[config.mk]
export PLATFORM = sky130hd
export DESIGN_NAME = tws_reg_slave
export DESIGN_NICKNAME = d
export VERILOG_FILES = /design/src/rtl/tws_pkg.sv /design/src/rtl/tws_line_sync.sv /design/src/rtl/tws_bus_cond.sv /design/src/rtl/tws_slave_ctrl.sv /design/src/rtl/tws_reg_slave.sv
export SDC_FILE = /design/constraint.sdc
export NUM_CORES = 1
export LEC_CHECK = 0
export ABC_AREA = 1
export BUFFER_PORTS_ARGS = -buffer_cell sky130_fd_sc_hd__clkbuf_2
export CAP_MARGIN = 20
export CORE_MARGIN = 1
export CORE_UTILIZATION = 44
export DETAILED_ROUTE_END_ITERATION = 6
export PLACE_DENSITY = 0.66
export SLEW_MARGIN = 20
export SYNTH_ARGS = -nofsm -noshare
export SYNTH_HDL_FRONTEND = slang
export SYNTH_SLANG_ARGS = --single-unit
[constraint.sdc]
create_clock -name clk -period 2.1 [get_ports clk]
set_clock_uncertainty 0.2 [all_clocks]
set_input_delay 0.105 -clock clk [delete_from_list [all_inputs] [get_ports clk]]
set_output_delay 0.105 -clock clk [all_outputs]
set_load 0.01 [all_outputs]
[src/rtl/tws_pkg.sv]
package tws_pkg;

  typedef enum logic [3:0] {
    ST_IDLE,
    ST_RX,
    ST_ACK,
    ST_COMMIT,
    ST_FETCH,
    ST_TX,
    ST_MACK,
    ST_HOLD,
    ST_IGNORE
  } tws_state_t;

  // Does the received 7-bit address equal the one the strap selects?
  function automatic logic dev_match(input logic [6:0] rx_addr, input logic sel,
                                     input logic [6:0] addr0, input logic [6:0] addr1);
    return rx_addr == (sel ? addr1 : addr0);
  endfunction

  // Next pointer value, modulo 2^16.
  function automatic logic [15:0] ptr_step(input logic [15:0] p);
    return p + 16'd1;
  endfunction

  // Pick a byte of a word: lo=0 gives the upper byte.
  function automatic logic [7:0] word_byte(input logic [15:0] w, input logic lo);
    return lo ? w[7:0] : w[15:8];
  endfunction

endpackage

[src/rtl/tws_line_sync.sv]
module tws_line_sync #(
  parameter int STAGES = 2,
  parameter int W      = 2
) (
  input  logic         clk,
  input  logic         rst_n,
  input  logic [W-1:0] d,
  output logic [W-1:0] q
);
  // Idle bus lines are high, so the chain resets to ones.
  logic [STAGES-1:0][W-1:0] stg;

  always_ff @(posedge clk or negedge rst_n) begin
    if (!rst_n) begin
      stg <= '1;
    end else begin
      stg[0] <= d;
      for (int i = 1; i < STAGES; i++) stg[i] <= stg[i-1];
    end
  end

  assign q = stg[STAGES-1];
endmodule

[src/rtl/tws_bus_cond.sv]
module tws_bus_cond (
  input  logic clk,
  input  logic rst_n,
  input  logic scl_s,
  input  logic sda_s,
  output logic scl_rise,
  output logic scl_fall,
  output logic start_ev,
  output logic stop_ev
);
  logic scl_q, sda_q;

  always_ff @(posedge clk or negedge rst_n) begin
    if (!rst_n) begin
      scl_q <= 1'b1;
      sda_q <= 1'b1;
    end else begin
      scl_q <= scl_s;
      sda_q <= sda_s;
    end
  end

  assign scl_rise = scl_s & ~scl_q;
  assign scl_fall = ~scl_s & scl_q;
  // Data edges count as conditions only while the clock stays high.
  assign start_ev = scl_s & scl_q & sda_q & ~sda_s;
  assign stop_ev  = scl_s & scl_q & ~sda_q & sda_s;
endmodule

[src/rtl/tws_slave_ctrl.sv]
module tws_slave_ctrl
  import tws_pkg::*;
#(
  parameter logic [6:0] DEV_ADDR_0 = 7'h48,
  parameter logic [6:0] DEV_ADDR_1 = 7'h5D,
  parameter int         WORD_W     = 16
) (
  input  logic              clk,
  input  logic              rst_n,
  input  logic              sda_s,
  input  logic              ev_scl_rise,
  input  logic              ev_scl_fall,
  input  logic              ev_start,
  input  logic              ev_stop,
  input  logic              addr_sel,
  input  logic [WORD_W-1:0] reg_rdata,
  output logic              sda_oe,
  output logic [WORD_W-1:0] reg_addr,
  output logic [WORD_W-1:0] reg_wdata,
  output logic              reg_wr,
  output logic              reg_rd,
  output logic              dev_hit,
  output logic              dev_miss
);
  localparam int BYTE_W = 8;
  localparam logic [3:0] BITS = 4'(BYTE_W);

  tws_state_t        st;
  logic [3:0]        bit_cnt;
  logic [7:0]        rx_sr, tx_sr;
  logic [2:0]        idx;      // 0 device, 1 ptr hi, 2 ptr lo, 3 data hi, 4 data lo
  logic              reading, tx_lo, wr_pend;
  logic [WORD_W-1:0] ptr, wdata, rd_word;
  logic              byte_done, dev_ok;

  assign byte_done = (st == ST_RX) && ev_scl_fall && (bit_cnt == BITS);
  assign dev_ok    = dev_match(rx_sr[7:1], addr_sel, DEV_ADDR_0, DEV_ADDR_1);
  assign dev_hit   = byte_done && (idx == 3'd0) && dev_ok;
  assign dev_miss  = byte_done && (idx == 3'd0) && !dev_ok;

  assign reg_addr  = ptr;
  assign reg_wdata = wdata;
  assign reg_wr    = (st == ST_COMMIT);
  assign reg_rd    = (st == ST_FETCH);

  always_ff @(posedge clk or negedge rst_n) begin
    if (!rst_n) begin
      st      <= ST_IDLE;
      bit_cnt <= '0;
      rx_sr   <= '0;
      tx_sr   <= '0;
      idx     <= '0;
      reading <= 1'b0;
      tx_lo   <= 1'b0;
      wr_pend <= 1'b0;
      ptr     <= '0;
      wdata   <= '0;
      rd_word <= '0;
      sda_oe  <= 1'b0;
    end else if (ev_start) begin
      st      <= ST_RX;
      bit_cnt <= '0;
      idx     <= '0;
      reading <= 1'b0;
      wr_pend <= 1'b0;
      sda_oe  <= 1'b0;
    end else if (ev_stop) begin
      st      <= ST_IDLE;
      reading <= 1'b0;
      wr_pend <= 1'b0;
      sda_oe  <= 1'b0;
    end else begin
      unique case (st)
        ST_RX: begin
          if (ev_scl_rise && bit_cnt < BITS) begin
            rx_sr   <= {rx_sr[6:0], sda_s};
            bit_cnt <= bit_cnt + 4'd1;
          end else if (byte_done) begin
            if (idx == 3'd0) begin
              if (dev_ok) begin
                sda_oe  <= 1'b1;
                reading <= rx_sr[0];
                if (rx_sr[0]) begin
                  st <= ST_FETCH;
                end else begin
                  st  <= ST_ACK;
                  idx <= 3'd1;
                end
              end else begin
                st <= ST_IGNORE;
              end
            end else begin
              sda_oe <= 1'b1;
              st     <= ST_ACK;
              unique case (idx)
                3'd1:    begin ptr[15:8]   <= rx_sr; idx <= 3'd2; end
                3'd2:    begin ptr[7:0]    <= rx_sr; idx <= 3'd3; end
                3'd3:    begin wdata[15:8] <= rx_sr; idx <= 3'd4; end
                default: begin wdata[7:0]  <= rx_sr; idx <= 3'd3; wr_pend <= 1'b1; end
              endcase
            end
          end
        end
        ST_FETCH: begin
          rd_word <= reg_rdata;
          // Entered from the device acknowledge (line held low) or after a master ack.
          st <= sda_oe ? ST_ACK : ST_HOLD;
        end
        ST_ACK: begin
          if (ev_scl_fall) begin
            if (reading) begin
              sda_oe  <= ~word_byte(rd_word, 1'b0)[7];
              tx_sr   <= {word_byte(rd_word, 1'b0)[6:0], 1'b0};
              bit_cnt <= 4'd1;
              tx_lo   <= 1'b0;
              st      <= ST_TX;
            end else begin
              sda_oe  <= 1'b0;
              bit_cnt <= '0;
              st      <= wr_pend ? ST_COMMIT : ST_RX;
            end
          end
        end
        ST_COMMIT: begin
          wr_pend <= 1'b0;
          ptr     <= ptr_step(ptr);
          st      <= ST_RX;
        end
        ST_TX: begin
          if (ev_scl_fall) begin
            if (bit_cnt == BITS) begin
              sda_oe <= 1'b0;
              st     <= ST_MACK;
            end else begin
              sda_oe  <= ~tx_sr[7];
              tx_sr   <= {tx_sr[6:0], 1'b0};
              bit_cnt <= bit_cnt + 4'd1;
            end
          end
        end
        ST_MACK: begin
          if (ev_scl_rise) begin
            if (sda_s) begin
              st <= ST_IGNORE;
            end else if (tx_lo) begin
              ptr <= ptr_step(ptr);
              st  <= ST_FETCH;
            end else begin
              st <= ST_HOLD;
            end
          end
        end
        ST_HOLD: begin
          if (ev_scl_fall) begin
            sda_oe  <= ~word_byte(rd_word, ~tx_lo)[7];
            tx_sr   <= {word_byte(rd_word, ~tx_lo)[6:0], 1'b0};
            bit_cnt <= 4'd1;
            tx_lo   <= ~tx_lo;
            st      <= ST_TX;
          end
        end
        default: ;
      endcase
    end
  end
endmodule

[src/rtl/tws_reg_slave.sv]
module tws_reg_slave
  import tws_pkg::*;
#(
  parameter logic [6:0] DEV_ADDR_0  = 7'h48,
  parameter logic [6:0] DEV_ADDR_1  = 7'h5D,
  parameter int         SYNC_STAGES = 2
) (
  input  logic        clk,
  input  logic        rst_n,
  input  logic        scl_i,
  input  logic        sda_i,
  input  logic        addr_sel,
  output logic        sda_oe,
  output logic [15:0] reg_addr,
  output logic [15:0] reg_wdata,
  output logic        reg_wr,
  output logic        reg_rd,
  input  logic [15:0] reg_rdata
);
  localparam int LINES  = 2;
  localparam int WORD_W = 16;

  logic [LINES-1:0] lines_s;
  logic scl_s, sda_s;
  logic ev_scl_rise, ev_scl_fall, ev_start, ev_stop;
  logic dev_hit, dev_miss;

  tws_line_sync #(.STAGES(SYNC_STAGES), .W(LINES)) u_sync (
    .clk   (clk),
    .rst_n (rst_n),
    .d     ({scl_i, sda_i}),
    .q     (lines_s)
  );

  assign scl_s = lines_s[1];
  assign sda_s = lines_s[0];

  tws_bus_cond u_cond (
    .clk      (clk),
    .rst_n    (rst_n),
    .scl_s    (scl_s),
    .sda_s    (sda_s),
    .scl_rise (ev_scl_rise),
    .scl_fall (ev_scl_fall),
    .start_ev (ev_start),
    .stop_ev  (ev_stop)
  );

  tws_slave_ctrl #(
    .DEV_ADDR_0 (DEV_ADDR_0),
    .DEV_ADDR_1 (DEV_ADDR_1),
    .WORD_W     (WORD_W)
  ) u_ctrl (
    .clk         (clk),
    .rst_n       (rst_n),
    .sda_s       (sda_s),
    .ev_scl_rise (ev_scl_rise),
    .ev_scl_fall (ev_scl_fall),
    .ev_start    (ev_start),
    .ev_stop     (ev_stop),
    .addr_sel    (addr_sel),
    .reg_rdata   (reg_rdata),
    .sda_oe      (sda_oe),
    .reg_addr    (reg_addr),
    .reg_wdata   (reg_wdata),
    .reg_wr      (reg_wr),
    .reg_rd      (reg_rd),
    .dev_hit     (dev_hit),
    .dev_miss    (dev_miss)
  );
endmodule

# Word-level counts from Yosys, hierarchy flattened

Index checks and enable logic that the tools add are counted.

Eq/ne operators: 45
Magnitude comparators: 1
Reduce and logical (&&, ||, !) cells: 32
Add/sub/neg operators: 2
Multiplexer cells: 83
Bitwise logic cells: 20

Operators by type and width:

| cell                                                             | count |
|---|---|
| 16-bit 2-to-1 mux                                                | 6 |
| 4-bit 2-to-1 mux                                                 | 20 |
| 8-bit 2-to-1 mux                                                 | 8 |
| 16-bit one-hot mux with 3 select lines                           | 1 |
| 3-bit 2-to-1 mux                                                 | 10 |
| 1-bit 2-to-1 mux                                                 | 28 |
| 4-bit one-hot mux with 7 select lines                            | 1 |
| 7-bit AND reduction                                              | 4 |
| 4-bit by 3-bit != test with 1-bit output (second input constant) | 6 |
| 8-bit one-hot mux with 3 select lines                            | 1 |
| 10-bit AND reduction                                             | 2 |
| 3-bit nonzero test                                               | 6 |
| 16-bit by 1-bit adder with 16-bit output (second input constant) | 1 |
| 4-bit by 3-bit == test with 1-bit output (second input constant) | 4 |
| 2-bit != test (second input constant)                            | 8 |
| 4-bit one-hot mux with 4 select lines                            | 1 |
| 8-bit AND reduction                                              | 2 |
| 2-bit by 1-bit != test with 1-bit output (second input constant) | 7 |
| 1-bit NOT                                                        | 13 |
| 3-bit by 2-bit != test with 1-bit output (second input constant) | 4 |
| 3-bit != test (second input constant)                            | 4 |
| 4-bit != test (second input constant)                            | 3 |
| 6-bit AND reduction                                              | 2 |
| 5-bit AND reduction                                              | 2 |
| 25 further kinds                                                 | 39 |

Logic and storage cells: 201
Register bits: 85
Output and inout port bits: 35
Bits of input ports: 21

# Longest topological paths before layout

Gate-level depths: netlist (run 1).

Word-level depth: 9
Gate-level depth with buffers: 12
Gate-level depth less buffers: 12

# Hierarchy

From an unflattened synthesis (run 1), not the netlist that was laid out.

Cell total of the unflattened synthesis: 634
Area total of the unflattened synthesis: 4680.7 µm²

Modules (own cells, without submodules):

| module         | area an instance (µm²) | instances | sequential area each (µm²) | cells an instance |
|---|---|---|---|---|
| tws_slave_ctrl | 4466.8                 | 1         | 1951.9                     | 615 |
| tws_line_sync  | 120.1                  | 1         | 105.1                      | 6 |
| tws_bus_cond   | 93.8                   | 1         | 52.6                       | 13 |

# Worst setup path before layout (run 1)

No wires, ideal clock.

Path type: register -> register
Start point: register u_sync.stg (netlist bit u_sync.q[0])
End point: register u_ctrl.rd_word[11]
Stages on the path, launching flop included: 9
Buffers on the path: 1
Arrival time: 1.650 ns
Data required time: 1.775 ns
Period minus slack after synthesis: 1.975 ns
Setup slack: 0.125 ns
Setup time: 0.125 ns
Cell sequence: dfstp_2 > inv_1 > nor2_1 > nand2_1 > nand2_1 > inv_2 > nand2_4 > buf_6 > mux2_4

Longest elaborated chain between the ends: 4
Elaborated cells on any way between the ends: 6
Classes of those cells: bitwise: 5; reduce/logical: 1

RTL lines:

| item                            | RTL line              | source |
|---|---|---|
| from (decl)                     | tws_line_sync.sv:11   | `logic [STAGES-1:0][W-1:0] stg;` |
| 1-bit NOT                       | tws_bus_cond.sv:26    | `assign start_ev = scl_s & scl_q & sda_q & ~sda_s;` |
| 1-bit bitwise AND               | tws_bus_cond.sv:26    |  |
| 1-bit NOT (no line)             | --                    |  |
| 3-bit AND reduction (no line) * | --                    |  |
| to (signal assigned)            | tws_slave_ctrl.sv:105 | `rd_word <= reg_rdata;` |
| to (decl)                       | tws_slave_ctrl.sv:33  | `logic [WORD_W-1:0] ptr, wdata, rd_word;` |

Every way passes the cells marked *; elsewhere a longest branch is shown, timed or not.
A chain may end at the register's enable or synchronous reset.

# Final worst setup path (run 1)

Start point: register u_ctrl.st[0]
End point: register u_ctrl.ptr[6] (netlist: u_ctrl.reg_addr[6])

Longest elaborated chain between the ends: 5
Elaborated cells on any way between the ends: 15
Classes of those cells: eq/ne: 10; mux: 1; reduce/logical: 4

RTL lines:

| item                                               | RTL line                                   | source |
|---|---|---|
| from (decl)                                        | tws_slave_ctrl.sv:28                       | `tws_state_t st;` |
| from (signal assigned)                             | tws_slave_ctrl.sv:107                      | `st <= sda_oe ? ST_ACK : ST_HOLD;` |
| from (signal assigned)                             | tws_slave_ctrl.sv:120                      | `st <= wr_pend ? ST_COMMIT : ST_RX;` |
| 4-bit by 1-bit == test with 1-bit output           | tws_slave_ctrl.sv:36, tws_slave_ctrl.sv:73 |  |
| 1-bit logical AND (2 in series)                    | tws_slave_ctrl.sv:36                       | `assign byte_done = (st == ST_RX) && ev_scl_fall && (bit_cnt == BITS);` |
| 2-bit by 1-bit != test with 1-bit output (no line) | --                                         |  |
| 10-bit AND reduction (no line)                     | --                                         |  |
| to (signal assigned)                               | tws_slave_ctrl.sv:126                      | `ptr <= ptr_step(ptr);` |
| to (signal assigned)                               | tws_slave_ctrl.sv:146                      | `ptr <= ptr_step(ptr);` |
| to (decl)                                          | tws_slave_ctrl.sv:33                       |  |

Several ways; a longest one is shown, not always the timed one.

==> results.yml, run 1 <==
cts:
  path_clk_slew_ns: 0.09
  h-tree-depth: 3
  clock_latency_ns: 0.36
  clkSinkCount: 84
  cts_buffers: 9
  cts_tree: "yes"
  cts_root_buffer: "clkbuf_8"
  clk_path_buf_depth: 2
place:
  place_area_um2: 5260
  place.port_buffers: 55
  place_hpwl_mm: 8.62
  place_congestion: 0.940
  dp.cells: 806
  dp_slack_ns: 0.0282
synth:
  syn_nets: 630
  synth_top_family_by_area: "simple AND/OR/NAND/NOR gates"
  synth-adder-area-share: 0.00794
  synth_largest_area_cell: "dfrtp_1"
  muxShareOfSynthArea: 0.0341
  synthXorXnorAreaFrac: 0.0130
  syn-instance-count: 606
  syn_area_per_cell_um2: 7.80
  synth-edff-count: 0
  ys_seq_area_frac: 0.446
  synth.top_cell.area_share: 0.413
  synth_seq_cells: 84
  async_flop_share: 1.00
  synth-compound-area-share: 0.103
  synthFlopType: "dfrtp_1"
  synth_cell_types: 39
  synth-simple-area-share: 0.330
  synth_area_leaders: "dfrtp_1, nand2_1, nand3_1, inv_1, nor2_1"
  yosysWarnings: 0
  synth.cell_area_um2: 4730
drt:
  drt-pass1-iter-count: 5
  first_iter_violations: 261
  post_drt_wl_per_cell_um: 13.7
  drc: 0
  routed_via_density: 5.06
  vias: 4275
  wl_mm: 11.5
  antenna_left: 0
layout:
  post_layout_nonfiller_instances: 845
  final_cell_area_um2: 5720
  fin_util: 0.552
  syn_to_final_growth_pct: 21.0
  final_nets: 728
  insertedDiodeCount: 0
  fillers: 984
  layout-drive-gt1-share: 0.236
timing:
  rsz0062_at_grt: "no"
  fin_crit_sh: 0.954
  period_minus_slack_ns: 2.00
  setup_slack_ns: 0.0964
  setup_tns_ns: 0
  holdWs_ns: 0.0590
  setup_viol: 0
  worst_slew_pin_slew_ns: 0.545
  slew_headroom: 0.636
  final_hold_viol_count: 0
  slew_viol_final: 0
  fmax_ghz: 0.499
setup_path:
  critPathRequiredTime_ns: 2.15
  criticalPathCategory: "flip-flop to flip-flop"
  ff2ff_path_depth: 9
  worstSetupEndpointType: "flip-flop"
  rr_startpoint: "u_ctrl.st[0]"
  rrSetupSlack_ns: 0.1
  cp.arrival_ns: 2.05
  cp_max_fo: 9
  start_kind: "flip-flop"
  r2r-end: "u_ctrl.reg_addr[6]"
floorplan:
  io_pins: 56
  core_um2: 10400
  die_w_um: 106
  rows: 37
  die_h_um: 106
  dieArea_um2: 11200
  start_util: 0.456
worst_hold_path:
  hp-class: "primary input to async pin"
outcome:
  outcome: "finished clean"
global_route:
  overflow: 0
  grt_max_degree: 42
  antenna_found_initial: 0
  grt_usage: 0.221
  grt_pass1_vias: 3954
  grt_first_pass_wirelength_mm: 19.3
pwr:
  ir_worst_vdd_mv: 0.543
  p_total_mw: 4.98
  leakagePower_nw: 2.85
  p_per_area_nw_per_um2: 870
job:
  drv_cap: 0
## flip-flops by register name (all words and copies together) (netlist names)
signal,flops
u_ctrl.reg_wdata,16
u_ctrl.rx_sr,8
u_ctrl.idx,3
u_ctrl.reading,1
u_cond.scl_q,1
u_sync.q,2
u_ctrl.wr_pend,1
u_ctrl.st,4
u_ctrl.tx_lo,1
u_ctrl.rd_word,16
u_sync.stg,2
u_cond.sda_q,1
u_ctrl.reg_addr,16
u_ctrl.sda_oe,1
u_ctrl.bit_cnt,4
u_ctrl.tx_sr,7
## where the power goes
group | switching [mW] | leakage (nW) | internal, mW | total, mW
clock network | 0.620 | 0.104 | 0.593 | 1.21
registers | 0.296 | 1.09 | 1.96 | 2.26
logic | 0.853 | 1.66 | 0.657 | 1.51
total | 1.77 | 2.85 | 3.21 | 4.98
## synth_stat cells (6+ instances only)
library cell / instances
inv_1: 56
dfrtp_1: 78
nand2_4: 8
mux2_2: 9
nand3_1: 44
nor2_1: 49
dfstp_2: 6
o21ai_2: 8
nand2_2: 9
nand4_1: 8
a21oi_1: 11
inv_2: 8
o21ai_1: 18
o21ai_0: 36
nand2_1: 202
## critical path, cell delays in order (launching register included)
cell	delay (ns)
dfrtp_2	0.46
buf_4	0.16
nor2_4	0.21
nand2_4	0.10
nand2_2	0.20
inv_2	0.12
nand2_1	0.16
o21ai_0	0.11
nand3_1	0.10
nand2_1	0.06
## placed cells by master (no fill, tap or decap), types with 2 or more instances in the layout
master         netlist  final
buf_4                2     21
mux2_2               9      9
dfrtp_2              0      3
a21oi_1             11     11
nand3_4              0      2
nor2_1              49     49
clkbuf_8             0     10
nor2_2               5      4
o21ai_0             36     36
dlygate4sd3_1        0     19
a211oi_1             4      4
nor2_4               4      5
o21ai_1             18     18
o211ai_1             2      2
mux2_4               4      4
nand2_2              9      9
nand2_1            202    202
clkbuf_2             0     54
nand4_1              8      8
xor2_1               5      5
ha_1                 3      3
inv_1               56     56
xnor2_1              2      2
nor3_1               3      3
dfstp_2              6      6
inv_2                8      8
nand2_4              8      7
nand3_1             44     44
o21ai_2              8      8
dfrtp_1             78     75
inv_6                0      3
nand3_2              5      3
## logic make-up after synthesis
family	after synthesis
buffers and inverters	74
multiplexers	13
AND/OR/NAND/NOR	341
adder cells (fa/ha/maj)	3
flip-flops	84
AO/OA/AOI/OAI	84
XOR/XNOR	7
## worst max-delay path by stage
stage                  from                  to  slack [ns]  cells past startpoint
3_3_place_gp    u_sync.q[0]   u_ctrl.rd_word[2]        0.03                      7
5_1_grt        u_cond.scl_q        u_ctrl.st[2]       0.002                      9
2_1_floorplan   u_sync.q[0]  u_ctrl.rd_word[11]        0.13                      8
4_1_cts        u_ctrl.st[0]     u_ctrl.tx_sr[7]        0.02                      8
6_report       u_ctrl.st[0]  u_ctrl.reg_addr[6]         0.1                      9
3_5_place_dp    u_sync.q[0]   u_ctrl.rd_word[2]        0.03                      7
## area by class of cell
class                      instances  area (um^2)  area share
clock buffer                      10          138      0.0241
clock inverter                     6         68.8      0.0120
inverter                          65          246      0.0431
multi-input combinational        448         2330       0.408
sequential                        84         2110       0.369
tap                              136          170      0.0297
timing repair buffer              96          649       0.114
## timing repair
| action | in CTS | in global routing |
|---|---|---|
| setup endpoints to repair | 0 | 60 |
| hold endpoints to repair | 66 | 0 |
| resized for setup | 0 | 8 |
| setup buffers | 0 | 4 |
| hold buffers | 19 | 0 |
## routing by layer
metal | vias up | GRT usage | share of wire
met2 | 122 | 0.327 | 0.44
met4 | 0 | 0.0813 | 0.024
met1 | 1973 | 0.319 | 0.49
li1 | 2156 | - | -
met5 | - | 0 | 0
met3 | 24 | 0.0414 | 0.046
Power figures use the tool's default switching activity.
==> run 2, diff against run 1 <==
- BUFFER_PORTS_ARGS: -buffer_cell sky130_fd_sc_hd__clkbuf_2 -> -buffer_cell sky130_fd_sc_hd__buf_2
==> run 2 against run 1 <==
Maximum frequency rose by 2.5%. Register-to-register slack improved by 0.05 ns. Cell count fell by 0.47%. Worst setup slack improved by 0.048 ns. Critical path depth fell by 2. Hold slack improved by 0.10 ns.
==> results.yml, run 2 (synthesis gave the netlist of run 1 again) <==
cts:
  clk_path_buf_depth: 2
  post_cts_buffers: 0
  cts_root_buffer: "clkbuf_8"
  path_clk_slew_ns: 0.09
  clock_latency_ns: 0.37
  cts_buffers: 9
  clkSinkCount: 84
  cts_tree: "yes"
  h-tree-depth: 3
timing:
  final_hold_viol_count: 0
  setup_slack_ns: 0.145
  setup_tns_ns: 0
  slew_headroom: 0.699
  rsz0062_at_grt: "no"
  worst_slew_pin_slew_ns: 0.449
  holdWs_ns: 0.159
  period_minus_slack_ns: 1.96
  setup_viol: 0
  slew_viol_final: 0
  fin_crit_sh: 0.931
  fmax_ghz: 0.511
drt:
  wl_mm: 11.5
  vias: 4245
  wl_met3_um: 619
  drt-pass1-iter-count: 5
  routed_via_density: 5.05
  antenna_left: 0
  drc: 0
  dr_wl_met2_mm: 5.17
  wl_met1_mm: 5.51
  first_iter_violations: 259
  highest_layer: "met4"
  post_drt_wl_per_cell_um: 13.6
floorplan:
  die_w_um: 106
  die_h_um: 106
  rows: 37
  io_pins: 56
  core_um2: 10400
  start_util: 0.456
  dieArea_um2: 11200
global_route:
  grt_first_pass_wirelength_mm: 19.5
  overflow: 0
  antenna_found_initial: 0
  grt_max_degree: 61
  grt_usage: 0.222
  grt_pass1_vias: 3970
setup_path:
  cp_max_fo: 19
  critPathRequiredTime_ns: 2.16
  cp_slowest_stage_delay_ns: 0.58
  worst_path_max_delay_cell: "dfstp_2"
  cpMostUsedCell: "nand2_2"
  path_cells: "inv_1 -> nor2_1 -> nand2_2 -> nand2_2 -> inv_2 -> nand2_8 -> mux2_2"
  criticalPathCategory: "flip-flop to flip-flop"
  crit_buf_inv: 2
  start_kind: "flip-flop"
  cp.arrival_ns: 2.02
  crit_family: "flip-flops"
  worstSetupEndpointType: "flip-flop"
job:
  drv_cap: 0
pwr:
  leakagePower_nw: 2.87
  internal-power_mw: 3.15
  net-switching-power_mw: 1.79
  ir_worst_vdd_mv: 0.572
  p_sw_frac: 0.362
  pwr-share-clk: 0.245
  seqPwrFrac: 0.460
  combPwrFrac: 0.295
  p_per_area_nw_per_um2: 864
layout:
  final_cell_area_um2: 5710
  final_nets: 724
  mostFrequentLayoutCells: "nand2_1, dfrtp_1, inv_1"
  syn_to_final_growth_pct: 20.7
  insertedDiodeCount: 0
  mostFrequentLayoutCell: "nand2_1"
  fillers: 971
  layout-drive-gt1-share: 0.235
place:
  place.port_buffers: 55
  place_hpwl_mm: 8.53
  place_congestion: 0.904
  dp_slack_ns: -0.00229
  place_area_um2: 5240
worst_hold_path:
  hp-class: "flip-flop to flip-flop"
outcome:
  outcome: "finished clean"
-- run 2: changes by cell type in the layout (fill, tap and decap cells not counted), moves of 2 or more --
cell / previous run / this run
clkbuf_2: 54 / 0
nand2_2: 9 / 12
clkinv_4: 0 / 2
nor2_2: 4 / 6
buf_4: 21 / 15
buf_2: 0 / 54
nor2_1: 49 / 47
nand2_1: 202 / 199
-- run 2: power by group through the flow --
| stage | combinational (mW) | sequential, mW | clock, mW |
|---|---|---|---|
| final | 1.45 | 2.27 | 1.21 |
| after global routing | 1.64 | 2.32 | 1.30 |
| after CTS | 1.44 | 2.26 | 1.24 |
| after detailed placement | 1.40 | 2.29 | 0 |
| after global placement | 1.37 | 2.28 | 0 |
| after floorplan | 1.05 | 2.21 | 0 |
-- run 2: worst paths after layout --
kind | start | endpoint | slack (ns) | depth (start not counted)
min in group asynchronous | rst_n | u_ctrl.reg_addr[7] | 0.50 | 3
worst min register to register | u_sync.stg[0] | u_sync.q[0] | 0.16 | 0
worst max-delay path | u_sync.q[0] | u_ctrl.rd_word[9] | 0.14 | 7
worst max register to register | u_sync.q[0] | u_ctrl.rd_word[9] | 0.14 | 7
worst min-delay path | u_sync.stg[0] | u_sync.q[0] | 0.16 | 0
max in group asynchronous | rst_n | u_ctrl.st[0] | 0.46 | 4
-- run 2: metrics by stage --
step                 util  total power [mW]  std cells
global route        0.551              5.26        841
CTS                 0.546              4.94        841
detailed placement  0.506              3.69        804
finish              0.551              4.93        841
floorplan               -              3.26        606
global placement    0.506              3.65        804
-- run 2: worst register-to-register path, cell delays in order, from the launching register on --
cell	delay [ns]
dfstp_2	0.58
inv_1	0.10
nor2_1	0.12
nand2_2	0.11
nand2_2	0.10
inv_2	0.12
nand2_8	0.17
mux2_2	0.36
-- run 2: repair_timing --
action,CTS,global route
gates resized for setup,1,13
hold buffers,21,0
endpoints found under the setup margin,1,61
endpoints found under the hold margin,102,0
-- run 2: metal layers --
layer / track usage / up-vias
li1: - / 2144
met1: 0.318 / 1970
met2: 0.342 / 114
met3: 0.0353 / 17
met4: 0.0764 / 0
met5: 0 / -
-- run 2: final cells by class --
| type | instances | area, um^2 | area share |
|---|---|---|---|
| Inverter | 65 | 246 | 0.0432 |
| Sequential cell | 84 | 2110 | 0.370 |
| Clock inverter | 7 | 81.3 | 0.0142 |
| Tap cell | 136 | 170 | 0.0298 |
| Multi-Input combinational cell | 448 | 2350 | 0.411 |
| Clock buffer | 9 | 124 | 0.0217 |
| Timing Repair Buffer | 92 | 627 | 0.110 |
==> run 3, diff against run 2 <==
- PLACE_DENSITY: 0.66 -> 0.65
==> run 3 against run 2 <==
Die area is the same. Critical path depth is the same. Hold slack worse by 0.095 ns. Maximum frequency down 1.7%. Critical path type unchanged. Largest cell class unchanged.
==> results.yml, run 3 (synthesis gave the netlist of run 1 again) <==
timing:
  slew_viol_final: 0
  setup_viol: 0
  fmax_ghz: 0.503
  worst_slew_pin_slew_ns: 0.541
  period_minus_slack_ns: 1.99
  fin_crit_sh: 0.947
  final_hold_viol_count: 0
  slew_headroom: 0.639
  setup_slack_ns: 0.112
layout:
  mostFrequentLayoutCells: "nand2_1, dfrtp_1, inv_1"
  insertedDiodeCount: 0
  final_nets: 727
  final_cell_area_um2: 5720
  syn_to_final_growth_pct: 21.0
  fillers: 987
  layout-drive-gt1-share: 0.236
  mostFrequentLayoutCell: "nand2_1"
floorplan:
  dieArea_um2: 11200
  die_w_um: 106
  io_pins: 56
  start_util: 0.456
  rows: 37
  die_h_um: 106
  core_um2: 10400
drt:
  post_drt_wl_per_cell_um: 13.8
  drc: 0
  wl_mm: 11.7
  vias: 4253
  first_iter_violations: 257
  drt-pass1-iter-count: 4
  antenna_left: 0
  routed_via_density: 5.04
pwr:
  internal-power_mw: 3.10
  net-switching-power_mw: 1.79
  p_sw_frac: 0.366
  pwr-share-clk: 0.232
  ir_worst_vdd_mv: 0.601
  p_total_mw: 4.89
  p_per_area_nw_per_um2: 855
  leakagePower_nw: 2.88
  combPwrFrac: 0.304
  seqPwrFrac: 0.464
place:
  place_hpwl_mm: 8.70
  place_area_um2: 5280
  place.port_buffers: 55
  place_congestion: 0.889
  dp_slack_ns: 0.0227
setup_path:
  cp_max_fo: 19
  worstSetupEndpointType: "flip-flop"
  path_cells: "inv_1 -> nor2_1 -> nand2_1 -> nand2_1 -> inv_2 -> nand2_8 -> mux2_2"
  crit_family: "flip-flops"
  criticalPathCategory: "flip-flop to flip-flop"
  cp.arrival_ns: 2.04
  cp_slowest_stage_delay_ns: 0.57
  rrSetupSlack_ns: 0.11
  cpMostUsedCell: "nand2_1"
  worst_path_max_delay_cell: "dfstp_2"
  crit_buf_inv: 2
  critPathRequiredTime_ns: 2.16
  start_kind: "flip-flop"
cts:
  cts_buffers: 9
  h-tree-depth: 3
  cts_root_buffer: "clkbuf_8"
  clk_path_buf_depth: 2
  clock_latency_ns: 0.36
  path_clk_slew_ns: 0.09
  cts_tree: "yes"
  clkSinkCount: 84
global_route:
  grt_max_degree: 41
  overflow: 0
  antenna_found_initial: 0
  grt_pass1_vias: 3938
  grt_usage: 0.221
  grt_first_pass_wirelength_mm: 19.4
worst_hold_path:
  hp-class: "primary input to async pin"
outcome:
  outcome: "finished clean"
job:
  drv_cap: 0
==> run 3: changes by cell type in the layout (fill, tap and decap cells not counted), moves of 2 or more <==
| cell | before | now |
|---|---|---|
| buf_4 | 15 | 20 |
| nand2_1 | 199 | 201 |
| clkbuf_8 | 9 | 11 |
| nand2_2 | 12 | 9 |
==> run 3: stage by stage <==
step | cells | TNS (ns) | utilization | hold WS [ns]
3_5_place_dp | 807 | 0 | 0.509 | -0.0674
6_report | 844 | 0 | 0.552 | 0.0647
2_1_floorplan | 606 | 0 | - | -0.391
3_3_place_gp | 807 | 0 | 0.509 | -0.0689
5_1_grt | 844 | -0.0150 | 0.552 | 0.114
4_1_cts | 842 | 0 | 0.546 | 0.0805
==> run 3: repair_timing <==
action | 4_1_cts | 5_1_grt
setup buffers | 0 | 2
endpoints found under the hold margin | 102 | 0
endpoints found under the setup margin | 0 | 46
hold buffers | 19 | 0
resized for setup | 0 | 10
==> run 3: power by group through the flow <==
stage | clock [mW] | combinational, mW | sequential, mW
after floorplan | 0 | 1.05 | 2.21
after global placement | 0 | 1.39 | 2.28
after detailed placement | 0 | 1.43 | 2.29
after CTS | 1.18 | 1.45 | 2.26
after global routing | 1.23 | 1.67 | 2.31
final | 1.14 | 1.49 | 2.27
==> run 3: cell type report <==
type                    count  area, um^2  area share
clock inverters             5        42.5     0.00744
clock buffers              11         151      0.0265
repair buffers             95         651       0.114
inverters                  65         249      0.0435
well taps                 136         170      0.0297
multi-input cells         448        2340       0.410
flip-flops and latches     84        2110       0.369
==> run 3: final timing paths <==
kind / startpoint / cells past startpoint / end
worst min-delay path: rst_n / 2 / u_ctrl.reg_addr[11]
worst max register to register: u_sync.q[0] / 7 / u_ctrl.rd_word[3]
worst min register to register: u_sync.stg[0] / 0 / u_sync.q[0]
worst max-delay path: u_sync.q[0] / 7 / u_ctrl.rd_word[3]
min in group clk: u_sync.stg[0] / 0 / u_sync.q[0]
max in group asynchronous: rst_n / 3 / u_ctrl.rd_word[13]
==> run 3: layer usage <==
layer | vias up | part of all wire | GRT usage
li1 | 2140 | - | -
met1 | 2005 | 0.48 | 0.308
met2 | 90 | 0.46 | 0.350
met3 | 18 | 0.036 | 0.0272
met4 | 0 | 0.019 | 0.0893
met5 | - | 0 | 0
==> run 3: worst reg2reg max path: stages (launching register included) <==
cell and delay, ns:
dfstp_2 0.57, inv_1 0.09, nor2_1 0.11, nand2_1 0.13, nand2_1 0.13, inv_2 0.12
nand2_8 0.17, mux2_2 0.37
